--- config.mk ---
export PLATFORM = sky130hd
export DESIGN_NAME = irw_validator
export DESIGN_NICKNAME = d
export VERILOG_FILES = /design/src/rtl/irw_pkg.sv /design/src/rtl/irw_limit_regs.sv /design/src/rtl/irw_edge_timer.sv /design/src/rtl/irw_frame_seq.sv /design/src/rtl/irw_validator.sv
export SDC_FILE = /design/constraint.sdc
export NUM_CORES = 1
export LEC_CHECK = 0
export BUFFER_PORTS_ARGS = -buffer_cell sky130_fd_sc_hd__buf_2
export CELL_PAD_IN_SITES_DETAIL_PLACEMENT = 1
export CELL_PAD_IN_SITES_GLOBAL_PLACEMENT = 2
export CORE_ASPECT_RATIO = 1.5
export CORE_UTILIZATION = 40
export CTS_CLUSTER_SIZE = 24
export DETAILED_ROUTE_END_ITERATION = 8
export GPL_ROUTABILITY_DRIVEN = 0
export PLACE_DENSITY = 0.86
export RECOVER_POWER = 25
export SLEW_MARGIN = 20
export SYNTH_ARGS = -nofsm -noshare
export SYNTH_HDL_FRONTEND = slang
export SYNTH_SLANG_ARGS = --single-unit
--- constraint.sdc ---
create_clock -name clk -period 5.06 [get_ports clk]
set_input_delay 0.253 -clock clk [delete_from_list [all_inputs] [get_ports clk]]
set_output_delay 0.253 -clock clk [all_outputs]
set_load 0.005 [all_outputs]
--- src/rtl/irw_pkg.sv ---
package irw_pkg;

    localparam int DATA_W = 8;
    localparam int ADDR_W = 3;
    localparam int LIM_W  = 8;
    localparam int R1_W   = 5;
    localparam int CNT_W  = 8;

    localparam logic [CNT_W-1:0] CNT_MAX = '1;

    localparam logic [ADDR_W-1:0] A_W1_LO = 3'd0;
    localparam logic [ADDR_W-1:0] A_W1_HI = 3'd1;
    localparam logic [ADDR_W-1:0] A_W2_LO = 3'd2;
    localparam logic [ADDR_W-1:0] A_W2_HI = 3'd3;
    localparam logic [ADDR_W-1:0] A_W3_LO = 3'd4;
    localparam logic [ADDR_W-1:0] A_W3_HI = 3'd5;

    typedef struct packed {
        logic [R1_W-1:0]  w1_lo;
        logic [R1_W-1:0]  w1_hi;
        logic [LIM_W-1:0] w2_lo;
        logic [LIM_W-1:0] w2_hi;
        logic [LIM_W-1:0] w3_lo;
        logic [LIM_W-1:0] w3_hi;
    } limits_t;

    localparam limits_t LIM_RESET = '{
        w1_lo: 5'h07, w1_hi: 5'h0B,
        w2_lo: 8'h50, w2_hi: 8'h64,
        w3_lo: 8'h28, w3_hi: 8'h32
    };

    typedef enum logic [2:0] {
        ST_IDLE,
        ST_CELL,
        ST_HDR_MARK,
        ST_HDR_GAP,
        ST_DATA
    } seq_state_t;

    function automatic logic in_window(input logic [CNT_W-1:0] v,
                                       input logic [CNT_W-1:0] lo,
                                       input logic [CNT_W-1:0] hi);
        return (v >= lo) && (v <= hi);
    endfunction

endpackage

--- src/rtl/irw_limit_regs.sv ---
module irw_limit_regs
    import irw_pkg::*;
(
    input  logic              clk,
    input  logic              rst,
    input  logic              soft_rst,
    input  logic              wr_en,
    input  logic [ADDR_W-1:0] addr,
    input  logic [DATA_W-1:0] wr_data,
    output logic [DATA_W-1:0] rd_data,
    output limits_t           lim
);

    always_ff @(posedge clk) begin
        if (rst || soft_rst) begin
            lim <= LIM_RESET;
        end else if (wr_en) begin
            case (addr)
                A_W1_LO: lim.w1_lo <= wr_data[R1_W-1:0];
                A_W1_HI: lim.w1_hi <= wr_data[R1_W-1:0];
                A_W2_LO: lim.w2_lo <= wr_data[LIM_W-1:0];
                A_W2_HI: lim.w2_hi <= wr_data[LIM_W-1:0];
                A_W3_LO: lim.w3_lo <= wr_data[LIM_W-1:0];
                A_W3_HI: lim.w3_hi <= wr_data[LIM_W-1:0];
                default: ;
            endcase
        end
    end

    always_comb begin
        case (addr)
            A_W1_LO: rd_data = DATA_W'(lim.w1_lo);
            A_W1_HI: rd_data = DATA_W'(lim.w1_hi);
            A_W2_LO: rd_data = DATA_W'(lim.w2_lo);
            A_W2_HI: rd_data = DATA_W'(lim.w2_hi);
            A_W3_LO: rd_data = DATA_W'(lim.w3_lo);
            A_W3_HI: rd_data = DATA_W'(lim.w3_hi);
            default: rd_data = '0;
        endcase
    end

endmodule

--- src/rtl/irw_edge_timer.sv ---
module irw_edge_timer
    import irw_pkg::*;
#(
    parameter int TICK_DIV = 5000
)(
    input  logic             clk,
    input  logic             rst,
    input  logic             ir_in,
    input  logic             restart,
    output logic             edge_det,
    output logic             rise_det,
    output logic [CNT_W-1:0] iv_cnt,
    output logic             iv_sat
);

    localparam int PRE_W = (TICK_DIV > 2) ? $clog2(TICK_DIV) : 1;
    localparam logic [PRE_W-1:0] PRE_LAST = PRE_W'(TICK_DIV - 1);
    localparam logic [PRE_W-1:0] PRE_ONE  = PRE_W'(1);

    logic [2:0]       sync_q;
    logic [PRE_W-1:0] pre_q;
    logic             tick;

    always_ff @(posedge clk) begin
        if (rst) sync_q <= '0;
        else     sync_q <= {sync_q[1:0], ir_in};
    end

    assign edge_det = sync_q[2] ^ sync_q[1];
    assign rise_det = sync_q[1] & ~sync_q[2];
    assign tick     = (pre_q == PRE_LAST);
    assign iv_sat   = (iv_cnt == CNT_MAX);

    // The edge cycle itself is the first counted clock of the new interval.
    always_ff @(posedge clk) begin
        if (rst) begin
            pre_q  <= '0;
            iv_cnt <= CNT_MAX;
        end else if (restart) begin
            pre_q  <= PRE_ONE;
            iv_cnt <= '0;
        end else if (tick) begin
            pre_q  <= '0;
            if (!iv_sat) iv_cnt <= iv_cnt + 1'b1;
        end else begin
            pre_q  <= pre_q + 1'b1;
        end
    end

endmodule

--- src/rtl/irw_frame_seq.sv ---
module irw_frame_seq
    import irw_pkg::*;
#(
    parameter int FRAME_BITS = 32
)(
    input  logic             clk,
    input  logic             rst,
    input  logic             proto_nec,
    input  logic             edge_det,
    input  logic             rise_det,
    input  logic [CNT_W-1:0] iv_cnt,
    input  logic             iv_sat,
    input  limits_t          lim,
    output logic             restart,
    output seq_state_t       state,
    output logic             bit_valid,
    output logic             bit_value,
    output logic             err_pulse,
    output logic             frame_valid
);

    localparam int BC_W = $clog2(FRAME_BITS + 1);
    localparam logic [BC_W-1:0] BC_LAST = BC_W'(FRAME_BITS - 1);

    logic [CNT_W-1:0] w1_lo, w1_hi;
    logic             hit1, hit0, hit2, hit3;
    seq_state_t       st_d;
    logic             acc, acc_val, err_d, start;
    logic [BC_W-1:0]  bits_q;

    assign w1_lo = CNT_W'(lim.w1_lo);
    assign w1_hi = CNT_W'(lim.w1_hi);
    assign hit1  = in_window(iv_cnt, w1_lo, w1_hi);
    assign hit0  = in_window(iv_cnt, w1_lo >> 1, w1_hi >> 1);
    assign hit2  = in_window(iv_cnt, lim.w2_lo, lim.w2_hi);
    assign hit3  = in_window(iv_cnt, lim.w3_lo, lim.w3_hi);

    // In the data phase the timer must span mark plus space.
    assign restart = edge_det && !(state == ST_DATA && !rise_det);

    always_comb begin
        st_d    = state;
        acc     = 1'b0;
        acc_val = 1'b0;
        err_d   = 1'b0;
        start   = 1'b0;
        if (edge_det) begin
            case (state)
                ST_IDLE: begin
                    if (rise_det) begin
                        start = 1'b1;
                        st_d  = proto_nec ? ST_HDR_MARK : ST_CELL;
                    end
                end
                ST_CELL: begin
                    if (hit1) begin
                        acc     = 1'b1;
                        acc_val = ~rise_det;
                    end else begin
                        err_d = 1'b1;
                    end
                end
                ST_HDR_MARK: begin
                    if (hit2) st_d = ST_HDR_GAP;
                    else      err_d = 1'b1;
                end
                ST_HDR_GAP: begin
                    if (hit3) st_d = ST_DATA;
                    else      err_d = 1'b1;
                end
                ST_DATA: begin
                    if (rise_det) begin
                        if (hit1) begin
                            acc     = 1'b1;
                            acc_val = 1'b1;
                        end else if (hit0) begin
                            acc     = 1'b1;
                        end else begin
                            err_d = 1'b1;
                        end
                    end
                end
                default: st_d = ST_IDLE;
            endcase
        end else if (iv_sat && state != ST_IDLE) begin
            st_d = ST_IDLE;
        end
        if (err_d) st_d = ST_IDLE;
        if (acc && bits_q == BC_LAST) st_d = ST_IDLE;
    end

    always_ff @(posedge clk) begin
        if (rst) begin
            state       <= ST_IDLE;
            bit_valid   <= 1'b0;
            bit_value   <= 1'b0;
            err_pulse   <= 1'b0;
            frame_valid <= 1'b0;
            bits_q      <= '0;
        end else begin
            state     <= st_d;
            bit_valid <= acc;
            bit_value <= acc_val;
            err_pulse <= err_d;
            if (start) begin
                frame_valid <= 1'b0;
                bits_q      <= '0;
            end else if (acc) begin
                if (bits_q == BC_LAST) begin
                    frame_valid <= 1'b1;
                    bits_q      <= '0;
                end else begin
                    bits_q <= bits_q + 1'b1;
                end
            end
        end
    end

endmodule

--- src/rtl/irw_validator.sv ---
module irw_validator
    import irw_pkg::*;
#(
    parameter int TICK_DIV   = 5000,
    parameter int FRAME_BITS = 32
)(
    input  logic              clk,
    input  logic              rst,
    input  logic              soft_rst,
    input  logic              wr_en,
    input  logic [ADDR_W-1:0] addr,
    input  logic [DATA_W-1:0] wr_data,
    output logic [DATA_W-1:0] rd_data,
    input  logic              proto_nec,
    input  logic              ir_in,
    output logic              bit_valid,
    output logic              bit_value,
    output logic              err_pulse,
    output logic              frame_valid
);

    limits_t          lim;
    seq_state_t       st;
    logic             edge_det, rise_det, restart, iv_sat;
    logic [CNT_W-1:0] iv_cnt;

    irw_limit_regs u_regs (
        .clk      (clk),
        .rst      (rst),
        .soft_rst (soft_rst),
        .wr_en    (wr_en),
        .addr     (addr),
        .wr_data  (wr_data),
        .rd_data  (rd_data),
        .lim      (lim)
    );

    irw_edge_timer #(.TICK_DIV(TICK_DIV)) u_timer (
        .clk      (clk),
        .rst      (rst),
        .ir_in    (ir_in),
        .restart  (restart),
        .edge_det (edge_det),
        .rise_det (rise_det),
        .iv_cnt   (iv_cnt),
        .iv_sat   (iv_sat)
    );

    irw_frame_seq #(.FRAME_BITS(FRAME_BITS)) u_seq (
        .clk         (clk),
        .rst         (rst),
        .proto_nec   (proto_nec),
        .edge_det    (edge_det),
        .rise_det    (rise_det),
        .iv_cnt      (iv_cnt),
        .iv_sat      (iv_sat),
        .lim         (lim),
        .restart     (restart),
        .state       (st),
        .bit_valid   (bit_valid),
        .bit_value   (bit_value),
        .err_pulse   (err_pulse),
        .frame_valid (frame_valid)
    );

endmodule

# Yosys cells after proc, flatten, opt, wreduce, memory -nomap -nowiden
# Cells that the tools add are included.
[totals] regBits=79 latch_bits=0 ram_bits=0 mem_bits_ro=0 elab_cells=113 memories=0
[classes] n_addsub=3 multipliers=0 div_mod_pow=0 n_lt_le_gt_ge=8 eq_ne=17 n_shift=0 muxes=34 n_bitwise=5 n_reduce_logical=30
[ops] cell="$pmux 8 s6" n=1
[ops] cell="$mux 8" n=3
[ops] cell="$mux 1" n=19
[ops] cell="$ge 8x8->1" n=2
[ops] cell="$le 8x8->1" n=2
[ops] cell="$reduce_and 2->1" n=8
[ops] cell="$mux 3" n=5
[ops] cell="$add 13x1->13 const B" n=1
[ops] cell="$eq 13x13->1 const B" n=1
[ops] cell="$eq 3x2->1 const B" n=4
[ops] cell="$pmux 3 s4" n=1
[ops] cell="$eq 3x3->1 const B" n=3
[ops] cell="$ne 3x3->1 const B" n=3
[ops] cell="$add 8x1->8 const B" n=1
[ops] cell="$eq 8x8->1 const B" n=1
[ops] cell="$ge 8x4->1" n=1
[ops] cell="$ge 8x5->1" n=1
[ops] cell="$le 8x4->1" n=1
[ops] cell="$le 8x5->1" n=1
[ops] cell="$logic_and 1x1->1" n=8
[ops] cell="$add 6x1->6 const B" n=1
[ops] cell="$eq 3x1->1 const B" n=2
[ops] cell="$eq 6x5->1 const B" n=1
[ops] cell="$logic_not 3->1" n=2
[ops] cell="15 further kinds" n=24

# Logic depth before layout (Yosys ltp)
[logic_depth] ltp_word=9 mapped_depth=10

# Cells and area by module
# Synthesis repeated with hierarchy kept, for this count alone.
[hier_totals] cells_unflattened=594 hier_area_um2=5108.6
[by_module_without_submodules] module="irw_frame_seq" n_inst=1 cells_per_inst=257 area_per_inst_um2=1995.7 seq_area_each_um2=260.2
[by_module_without_submodules] module="irw_limit_regs" n_inst=1 cells_per_inst=208 area_per_inst_um2=1920.6 seq_area_each_um2=840.8
[by_module_without_submodules] module="irw_edge_timer" n_inst=1 cells_per_inst=129 area_per_inst_um2=1192.4 seq_area_each_um2=480.5

# Worst setup path before layout
# OpenSTA, ideal clock, no wires.
[synth_path] path_kind="flip-flop to flip-flop" from="register u_timer.iv_cnt[1]" to="register u_seq.state[0]" setup_time_ns=0.134 arrival_time_ns=2.499 required_ns=4.926 path_slack_ns=2.427 stages_incl_launch_ff=10 path_buffers=0 cell_sequence="dfxtp_1 > ha_1 > nor2b_1 > o211ai_1 > a21oi_1 > nor3_1 > or3b_2 > a21oi_1 > nand4_1 > nor4b_1"
[synth_between] elab_chain_len=9 word_cells_on_any_way=34 classes_between="order compare: 8; eq/ne: 3; mux: 14; reduce/logical: 9"
[synth_rtl] element="from (decl)" line_no="irw_edge_timer.sv:12" rtl="output logic [CNT_W-1:0] iv_cnt,"
[synth_rtl] element="from (signal assigned)" line_no="irw_edge_timer.sv:44" rtl="if (!iv_sat) iv_cnt <= iv_cnt + 1'b1;"
[synth_rtl] element="$ge 8x4->1 / $le 8x4->1 (equally long branches)" line_no="irw_pkg.sv:44" rtl="return (v >= lo) && (v <= hi);"
[synth_rtl] element="$logic_and 1x1->1" line_no="irw_pkg.sv:44"
[synth_rtl] element="$mux 1" line_no="irw_frame_seq.sv:76" rtl="end else if (hit0) begin"
[synth_rtl] element="$mux 1" line_no="irw_frame_seq.sv:73" rtl="if (hit1) begin"
[synth_rtl] element="$mux 1" line_no="irw_frame_seq.sv:72" rtl="if (rise_det) begin"
[synth_rtl] element="$pmux 1 s2" line_no="irw_frame_seq.sv:48" rtl="case (state)"
[synth_rtl] element="$mux 1" line_no="irw_frame_seq.sv:47" rtl="if (edge_det) begin"
[synth_rtl] element="$logic_and 1x1->1" line_no="irw_frame_seq.sv:89" rtl="if (acc && bits_q == BC_LAST) st_d = ST_IDLE;"
[synth_rtl] element="$reduce_or 3->1 (no line)"
[synth_rtl] element="to (signal assigned)" line_no="irw_frame_seq.sv:101" rtl="state <= st_d;"
[synth_rtl] element="to (decl)" line_no="irw_frame_seq.sv:15" rtl="output seq_state_t state,"
# Parallel ways exist; a longest one is shown, timed or not.
# A chain may end at the register's enable or synchronous reset.

# Worst setup path after layout
[layout_path] from="register u_timer.iv_cnt[0]" to="register u_seq.state[0]"
# Same word-level chain as after synthesis.

==> flow_metrics.env <==
export IMPL_synth_distinct_cells=54
export IMPL_initial_utilization_pct=41.4
export IMPL_insertion_delay_ps=350
export IMPL_yosys_area_top_type="dfxtp_1"
export IMPL_totalWireLength_um=14000
export IMPL_grt_usage_pct=24.3
export IMPL_grt_first_pass_wirelength_um=23200
export IMPL_start_kind="register"
export IMPL_cts_htree_levels=3
export IMPL_io_buffer_count=28
export IMPL_fmax_ghz=0.321
export IMPL_path_cells="inv_1, ha_1, nor2b_1, o21ai_0, a31oi_1, nor3_1, or3b_2, a21oi_1, nand4_1, nor4b_1"
export IMPL_wl_per_cell_um=18.3
export IMPL_synth_area_top_cells="dfxtp_1 (33%), ha_1 (15%), nand2_1 (7.0%), a21oi_1 (5.1%), mux2i_1 (4.4%)"
export IMPL_hold_path_depth=2
export IMPL_reg2reg_to="u_seq.state[0]"
export IMPL_dp_hpwl_um=10700
export IMPL_cts_tree="built"
export IMPL_tns_ps=0
export IMPL_hold_path_class="input pin to register"
export IMPL_grt_max_degree=27
export IMPL_tightestPinTransition_ps=1390
export IMPL_cts_sinks=79
export IMPL_drv_cap=0
export IMPL_setup_violations=0
export IMPL_diodes=0
export IMPL_power_switching_mw=0.405
export IMPL_clk_pin_slew_worst_paths_ps=60
export IMPL_leakagePower_nw=2.09
export IMPL_crit_path_end_kind="register"
export IMPL_worstPathMaxFanout=8
export IMPL_crit_end="u_seq.state[0]"
export IMPL_syn_area_um2=4800
export IMPL_fin_crit_sh_pct=61.6
export IMPL_hold_buffers=0
export IMPL_drive_gt1_share_pct=8.93
export IMPL_p_per_area_nw_per_um2=281
export IMPL_area_delta_synth_final_pct=11.8
export IMPL_outcome="completed"
export IMPL_yosysWarningCount=0
export IMPL_synthCells=588
export IMPL_route_detailed_drc=0
export IMPL_yosysTopAreaCellShare_pct=33.0
export IMPL_holdWs_ps=124
export IMPL_period_minus_slack_ps=3120
export IMPL_power_internal_mw=1.10
export IMPL_rsz0062_at_grt="false"
export IMPL_async_reset_ff_share_pct=0
export IMPL_clockRootBuffer="clkbuf_16"
export IMPL_drt_pass1_iter_count=4
export IMPL_avgSynthCellArea_um2=8.16
export IMPL_drtIter0Drc=143
export IMPL_numCtsBuffers=9
export IMPL_rr_worst_depth=10
export IMPL_rrSetupSlack_ps=1940
export IMPL_worstSetupPathType="register to register"
export IMPL_clockBufferDepth=2
export IMPL_crit_slowest_cell="or3b_2"
export IMPL_die_height_um=136
export IMPL_syn_nets=661
export IMPL_ys_top_cells_by_count="nand2_1 (89), dfxtp_1 (79), ha_1 (56)"
export IMPL_dp_cells=751
export IMPL_r2r_start="u_timer.iv_cnt[0]"
export IMPL_drtAntennaViolNets=0
export IMPL_ys_ff_latch=79
export IMPL_antenna_found_initial=0
export IMPL_sw_frac_of_total_pct=26.9
export IMPL_fin_nets=685
export IMPL_ir_drop_v=0.000161
export IMPL_grt_ovfl_total=0
export IMPL_vias=4306
export IMPL_max_stage_delay_ps=480
export IMPL_viasPerCell=5.62
export IMPL_finalClockSkew_ps=7.94
export IMPL_p_clk_share_pct=44.1
export IMPL_synth_edf_count=0
export IMPL_die_w_um=91.4
export IMPL_post_cts_setup_buffers=0
export IMPL_ios=29
export IMPL_nFillCells=1441
export IMPL_final_cells=766
export IMPL_slew_viol_final=0
export IMPL_ctsResizeCount=0
export IMPL_critPathLaunch="u_timer.iv_cnt[0]"
export IMPL_relSlewSlack_pct=7.24
export IMPL_dieArea_um2=12400
export IMPL_critPathArrivalTime_ps=3290
export IMPL_combPwrFrac_pct=12.2
export IMPL_ys_flop_type="dfxtp_1"
export IMPL_hold_violations=0
export IMPL_grt_pass1_vias=4501
export IMPL_required_ps=5240
export IMPL_ys_seq_area_share_pct=33.0
export IMPL_coreArea_um2=11600
export IMPL_p_seq_share_pct=43.7
export IMPL_synth_most_common_cell="nand2_1"
export IMPL_rows=48
[flip-flops by register name (all words and copies together), names as in the netlist]
signal             cells
u_timer.sync_q         3
u_seq.state            3
u_regs.lim            42
u_seq.err_pulse        1
u_seq.bit_value        1
u_seq.bit_valid        1
u_seq.bits_q           6
u_timer.pre_q         13
u_timer.iv_cnt         8
u_seq.frame_valid      1
[worst max-delay path, delay by kind of cell (launching register included)]
family / cells / cell delay [ps]
AND/OR/NAND/NOR: 5 / 1320
AO/OA/AOI/OAI: 3 / 680
flip-flops: 1 / 400
adder cells (fa/ha/maj): 1 / 350
buffers and inverters: 1 / 200
[layout by cell type (no fill, tap or decap), drive strengths merged, types with 4 or more instances in the layout]
cell type,netlist,layout
inv,52,52
clkbuf,15,19
o21bai,8,8
o21ai,12,12
nand2,89,89
a21oi,49,49
o22ai,8,8
or3,5,5
buf,3,22
nand4,10,10
xnor2,9,9
nor2b,12,12
nor3,11,11
nand3,12,12
mux2i,21,21
ha,56,56
o211ai,17,17
xor2,9,9
dfxtp,79,79
a21o,4,4
nand2b,5,5
and3,4,4
nor2,54,54
[per-layer routing]
metal / vias up / routed length (um) / part of all wire [%] / track usage, %
met4: 0 / 459 / 3.3 / 12.0
met5: - / 0 / 0 / 0
met1: 2115 / 5800 / 41 / 26.8
met3: 27 / 287 / 2.1 / 3.52
met2: 64 / 7440 / 53 / 45.2
li1: 2100 / - / - / -
[metrics by stage]
step	util, %	worst slack, ps	total power, mW	instance area (um2)
3_3_place_gp	43.8	2110	0.845	5080
4_1_cts	46.4	1980	1.52	5380
5_1_grt	46.3	1680	1.58	5370
3_5_place_dp	43.8	2000	0.857	5080
2_1_floorplan	-	2430	0.789	4800
6_report	46.3	1940	1.51	5370
[power groups by stage]
| stage | clock (mW) | combinational [mW] | sequential, mW |
|---|---|---|---|
| 2_1_floorplan | 0 | 0.125 | 0.664 |
| 3_3_place_gp | 0 | 0.174 | 0.671 |
| 3_5_place_dp | 0 | 0.184 | 0.672 |
| 4_1_cts | 0.680 | 0.187 | 0.658 |
| 5_1_grt | 0.706 | 0.210 | 0.660 |
| 6_report | 0.664 | 0.184 | 0.658 |
[worst min-delay path by stage]
stage                                 start                 to
after detailed placement  u_timer.sync_q[0]  u_timer.sync_q[1]
after CTS                             ir_in  u_timer.sync_q[0]
after global placement    u_timer.sync_q[0]  u_timer.sync_q[1]
after global routing                  ir_in  u_timer.sync_q[0]
final                                 ir_in  u_timer.sync_q[0]
after floorplan                       ir_in  u_timer.sync_q[0]
[cell type report]
class / count / area, um2 / area share [%]
clock buffer: 10 / 239 / 4.45
timing repair buffer: 31 / 150 / 2.80
multi-input combinational: 439 / 2950 / 55.0
clock inverter: 5 / 58.8 / 1.10
inverter: 52 / 195 / 3.64
sequential: 79 / 1580 / 29.5
tap: 150 / 188 / 3.50
[cells by family after synthesis]
logic type | count (synthesis) | share of synthesized area [%]
compound gates | 120 | 15.8
flops | 79 | 33.0
fa+ha+maj | 56 | 14.6
mux | 26 | 6.02
xor+xnor | 18 | 3.29
simple gates | 219 | 21.8
buf+inv | 70 | 5.48
Power figures use the tool's default switching activity.
